===== config.mk =====
export PLATFORM = sky130hd
export DESIGN_NAME = fanreg_access
export DESIGN_NICKNAME = d
export VERILOG_FILES = /design/src/rtl/fanreg_access.sv
export SDC_FILE = /design/constraint.sdc
export NUM_CORES = 1
export LEC_CHECK = 0
export ABC_AREA = 1
export BUFFER_PORTS_ARGS = -buffer_cell sky130_fd_sc_hd__buf_2
export CORE_UTILIZATION = 55
export DETAILED_ROUTE_END_ITERATION = 16
export PLACE_DENSITY = 0.79
export SYNTH_ARGS = -nofsm -noshare
export SYNTH_HDL_FRONTEND = slang
export SYNTH_SLANG_ARGS = --single-unit

===== constraint.sdc =====
create_clock -name clk -period 4.2 [get_ports clk]
set_clock_uncertainty 0.05 [all_clocks]
set_input_delay 0 -clock clk [delete_from_list [all_inputs] [get_ports clk]]
set_output_delay 0 -clock clk [all_outputs]
set_load 0.03 [all_outputs]

===== src/rtl/fanreg_access.sv =====
module fanreg_access #(
  parameter int NFAN = 3,
  parameter logic [7:0] DUTY_BASE = 8'h30,
  parameter logic [7:0] MODE_BASE = 8'h5C,
  parameter logic [7:0] TEST_ADDR = 8'h10,
  parameter logic [7:0] STAT_ADDR = 8'h41,
  parameter logic [7:0] SPEC_ADDR = 8'h7C,
  parameter logic [7:0] CFG_ADDR  = 8'h7F
) (
  input  logic              clk,
  input  logic              rst_n,
  input  logic [7:0]        addr,
  input  logic [7:0]        wdata,
  input  logic              wr,
  input  logic              rd,
  input  logic [7:0]        evt,
  output logic [7:0]        rdata,
  output logic [8*NFAN-1:0] duty_o,
  output logic [NFAN-1:0]   manual_o,
  output logic              ie_o,
  output logic              start_o,
  output logic              lock_o,
  output logic              ovrd_o,
  output logic              lpmd_o
);

  logic [7:0] test_q, stat_q, cfg_q;
  logic       ie_q;
  logic [3:0] spec_rsv_q;
  logic [2:0] spec_lo_q;
  logic [NFAN-1:0][7:0] duty_q, mode_q;
  logic [7:0] rd_mux;

  wire lock = cfg_q[1];
  wire shdn = cfg_q[3] & ~cfg_q[0];
  wire wr_cfg  = wr && addr == CFG_ADDR;
  wire wr_spec = wr && addr == SPEC_ADDR;
  wire wr_open = wr && !shdn;
  wire stat_clr = rd && !shdn && addr == STAT_ADDR && evt == 8'h00;

  always_ff @(posedge clk) begin
    if (!rst_n) begin
      cfg_q <= 8'h00;
    end else if (wr_cfg) begin
      cfg_q[0] <= wdata[0];
      cfg_q[2] <= wdata[2];
      if (!lock) begin
        cfg_q[1]   <= wdata[1];
        cfg_q[7:3] <= wdata[7:3];
      end
    end
  end

  always_ff @(posedge clk) begin
    if (!rst_n) begin
      ie_q       <= 1'b0;
      spec_rsv_q <= 4'h0;
      spec_lo_q  <= 3'h0;
    end else if (wr_spec) begin
      spec_lo_q <= wdata[2:0];
      if (!shdn) ie_q <= wdata[7];
      if (!shdn && !lock) spec_rsv_q <= wdata[6:3];
    end
  end

  always_ff @(posedge clk) begin
    if (!rst_n) test_q <= 8'h00;
    else if (wr_open && addr == TEST_ADDR) test_q <= wdata;
  end

  always_ff @(posedge clk) begin
    if (!rst_n) stat_q <= 8'h00;
    else if (stat_clr) stat_q <= 8'h00;
    else stat_q <= stat_q | evt;
  end

  always_ff @(posedge clk) begin
    if (!rst_n) begin
      duty_q <= '0;
      mode_q <= '0;
    end else if (wr_open && !lock) begin
      for (int i = 0; i < NFAN; i++) begin
        if (addr == 8'(int'(DUTY_BASE) + i) && mode_q[i][0]) duty_q[i] <= wdata;
        if (addr == 8'(int'(MODE_BASE) + i)) mode_q[i] <= wdata;
      end
    end
  end

  always_comb begin
    rd_mux = 8'h00;
    if (addr == CFG_ADDR) rd_mux = cfg_q;
    else if (addr == SPEC_ADDR) rd_mux = shdn ? {5'b0, spec_lo_q} : {ie_q, spec_rsv_q, spec_lo_q};
    else if (!shdn) begin
      if (addr == TEST_ADDR) rd_mux = test_q;
      if (addr == STAT_ADDR) rd_mux = stat_q;
      for (int i = 0; i < NFAN; i++) begin
        if (addr == 8'(int'(DUTY_BASE) + i)) rd_mux = duty_q[i];
        if (addr == 8'(int'(MODE_BASE) + i)) rd_mux = mode_q[i];
      end
    end
  end

  assign rdata = rd ? rd_mux : 8'h00;

  for (genvar g = 0; g < NFAN; g++) begin : g_fan
    assign duty_o[8*g +: 8] = duty_q[g];
    assign manual_o[g]      = mode_q[g][0];
  end

  assign ie_o    = ie_q;
  assign start_o = cfg_q[0];
  assign lock_o  = cfg_q[1];
  assign ovrd_o  = cfg_q[2];
  assign lpmd_o  = cfg_q[3];

endmodule


==> run_results.csv <==
group,metric,value,unit
run_status,run_status,"finished clean",
synthesis,synth_top_area_cell,"sky130_fd_sc_hd__dfxtp_1",
global_routing,grt_start_max_net_pins,66,
sta,maxClockFrequency,509,MHz
die,count_of_boundary_i_o_pins,68,
synthesis,synth.yosys.warnings,0,
global_routing,antenna_found_initial,0,
placement,globalplace.congestion,0.965,
clock_network,cts_num_sinks,80,
setup_path,critical_path.n_buffers_inverters,2,
synthesis,synthArstFlopShare,0,
synthesis,postSynthRegisterBits,80,
setup_path,worst_ep_arrival_time,2210,ps
drt,wl_per_cell,16.1,µm
power_and_ir_drop,cellLeakagePower,2.10,nW
job,drv.max_cap_violation_count,0,
worst_hold_path,worst_hold_path_type,"input pin to register",
sta,min_period,1970,ps
final_layout,final-instance-count-excl-fill,709,
clock_network,clock_path_buffers,2,
clock_network,tritoncts_clock_tree,"done",
setup_path,setup.worst_path.class,"register to register",
drt,via_per_inst,5.60,
setup_path,worst_ep_required_time,4440,ps
setup_path,startpoint_types,"register",
drt,totalWireLength,11400,µm
sta,report.final.hold_viol_count,0,
synthesis,yosys.cell_types.count,30,
placement,place.port_buffers,67,
sta,setup-tns-final,0,ps
final_layout,num-nets-final,636,
drt,drt_first_pass_iters,5,
synthesis,synth_top_cell_area_share,0.415,
setup_path,worstPathMaxFanout,16,
placement,detailed_place_hpwl,7780,µm
setup_path,setup.reg_to_reg.worst_slack,2230,ps
setup_path,cpPeakStageDelay,540,ps
setup_path,cpLargestDelayFamily,"simple AND/OR/NAND/NOR gates",
synthesis,yosys-top-cells-count,"86 x sky130_fd_sc_hd__nand2_1, 80 x sky130_fd_sc_hd__dfxtp_1, 71 x sky130_fd_sc_hd__a21oi_1, 67 x sky130_fd_sc_hd__o21ai_0, 54 x sky130_fd_sc_hd__inv_1",
die,initial_core_utilization,0.568,
final_layout,area_growth_syn_to_layout,19.4,%
clock_network,cts_max_level,3,
synthesis,synthesis.instances,532,
synthesis,netlist_area,3860,µm²
synthesis,post_synth.cell_area_avg,7.25,µm²
global_routing,first_global_vias,3485,
global_routing,global_route_wire_length_before_repair,17300,µm
sta,finalSetupViolCount,0,
drt,first_iter_violations,276,
clock_network,tritoncts.num_buffers,9,
final_layout,post_route_cells_drive_above_1_share,0.219,
die,die_area,7350,µm²
final_layout,antenna_cells,0,
placement,placed_cells,674,
synthesis,ys.flop_type,"sky130_fd_sc_hd__dfxtp_1",
synthesis,ys_seq_area_frac,0.415,
die,die_width,85.8,µm
sta,finalMaxSlewViolations,0,
global_routing,gr-total-overflow,0,
synthesis,synth.net_count,560,
drt,postRouteAntennaNets,0,
synthesis,synth.area.top_cells,"sky130_fd_sc_hd__dfxtp_1 42%, sky130_fd_sc_hd__a21oi_1 9.2%, sky130_fd_sc_hd__o21ai_0 8.7%",
sta,grt_setup_unrepaired,"false",
clock_network,post_cts_buffers,0,
setup_path,end_kind,"register",
power_and_ir_drop,powerDensity,328,nW/µm²
drt,routed-via-count,3970,
synthesis,count_of_flip_flops_with_a_built_in_enable_after_synthesis,0,
die,core-area,6790,µm²
setup_path,critPathSlowestCell,"sky130_fd_sc_hd__nor3b_4",
synthesis,synth.most_common_cell,"sky130_fd_sc_hd__nand2_1",
die,fp.dieH,85.8,µm
die,rows,30,
clock_network,clk_root_buffer_cell,"sky130_fd_sc_hd__clkbuf_8",
setup_path,crit_path_cell_trace,"inv_2 > nand2_4 > inv_2 > nor2_4 > nand2_4 > nor3b_4 > o21ai_0 > a21oi_1",
power_and_ir_drop,ir_drop,0.210,mV
clock_network,clk_transition_reported_paths,90,ps
drt,route.detailed.drc,0,
sta,slew_headroom,0.368,
sta,layout_worst_path_cycle_share,0.468,
clock_network,worstSkewPairLatency,370,ps
sta,timing_worst_slew_pin_value,947,ps
global_routing,gr-usage-all-layers,0.312,
## cells by family after synthesis
group	Yosys count	share of synthesized area
AOI/OAI and AO/OA	165	0.223
buffers and inverters	88	0.0953
DFF	80	0.415
and+or+nand+nor	199	0.267
## sequential cells by signal, summed over array words and instances, names as in the netlist
register and cells:
duty_o 24, mode_q 21, cfg_q 8, stat_q 8
test_q 8, spec_rsv_q 4, manual_o 3, spec_lo_q 3
ie_o 1
## stage by stage
step,util,power (mW),worst slack [ps],hold WS [ps],area [µm²]
after floorplan,-,0.838,2500,79.4,3860
after global placement,0.618,0.875,2400,183,4200
after detailed placement,0.618,0.877,2360,192,4200
after CTS,0.678,1.51,2250,156,4610
after global routing,0.678,1.54,2120,213,4610
final,0.678,1.51,2230,165,4610
## where the power goes
part | internal, mW | total, mW | switching (mW)
Sequential | 0.764 | 0.768 | 0.00399
Combinational | 0.0346 | 0.106 | 0.0717
Clock | 0.334 | 0.636 | 0.302
Total | 1.13 | 1.51 | 0.377
## path summary, 6_finish.rpt
check | from | to | cells after the start
min reg2reg | cfg_q[4] | cfg_q[4] | 2
max reg2reg | cfg_q[0] | duty_o[4] | 8
max | cfg_q[0] | duty_o[4] | 8
min | addr[0] | ie_o | 6
## layout by cell type (no fill, tap or decap), drive strengths merged, types with 8 or more instances in the layout
cell / count
a21oi: 73
nor2: 44
buf: 67
or2: 9
nand4: 13
clkbuf: 9
o21ai: 81
nand2: 95
nand3: 31
dlygate4sd3: 19
a211oi: 8
inv: 65
dfxtp: 80
## layer usage
metal	global-route usage	vias up	part of all wire
li1	-	1923	-
met1	0.400	1798	0.43
met2	0.499	210	0.46
met3	0.0423	39	0.071
met4	0.191	0	0.043
met5	0	-	0
## worst register-to-register path, cell delays in order, from the launching register on
cell                      delay (ps)
sky130_fd_sc_hd__dfxtp_1         380
sky130_fd_sc_hd__inv_2            60
sky130_fd_sc_hd__nand2_4         110
sky130_fd_sc_hd__inv_2            70
sky130_fd_sc_hd__nor2_4          120
sky130_fd_sc_hd__nand2_4         160
sky130_fd_sc_hd__nor3b_4         540
sky130_fd_sc_hd__o21ai_0         200
sky130_fd_sc_hd__a21oi_1         210
## layout make-up
class	count	area, µm²
multi-input combinational	364	1890
fill	562	2190
timing repair buffer	86	526
inverter	67	251
clock buffer	9	124
sequential	80	1600
clock inverter	7	96.3
tap	96	120
## what timing repair did
item	CTS	global route
hold buffers	19	0
endpoints found under the hold margin	18	0
resized for setup	0	0
No activity file was read; power rests on OpenSTA's default activity.
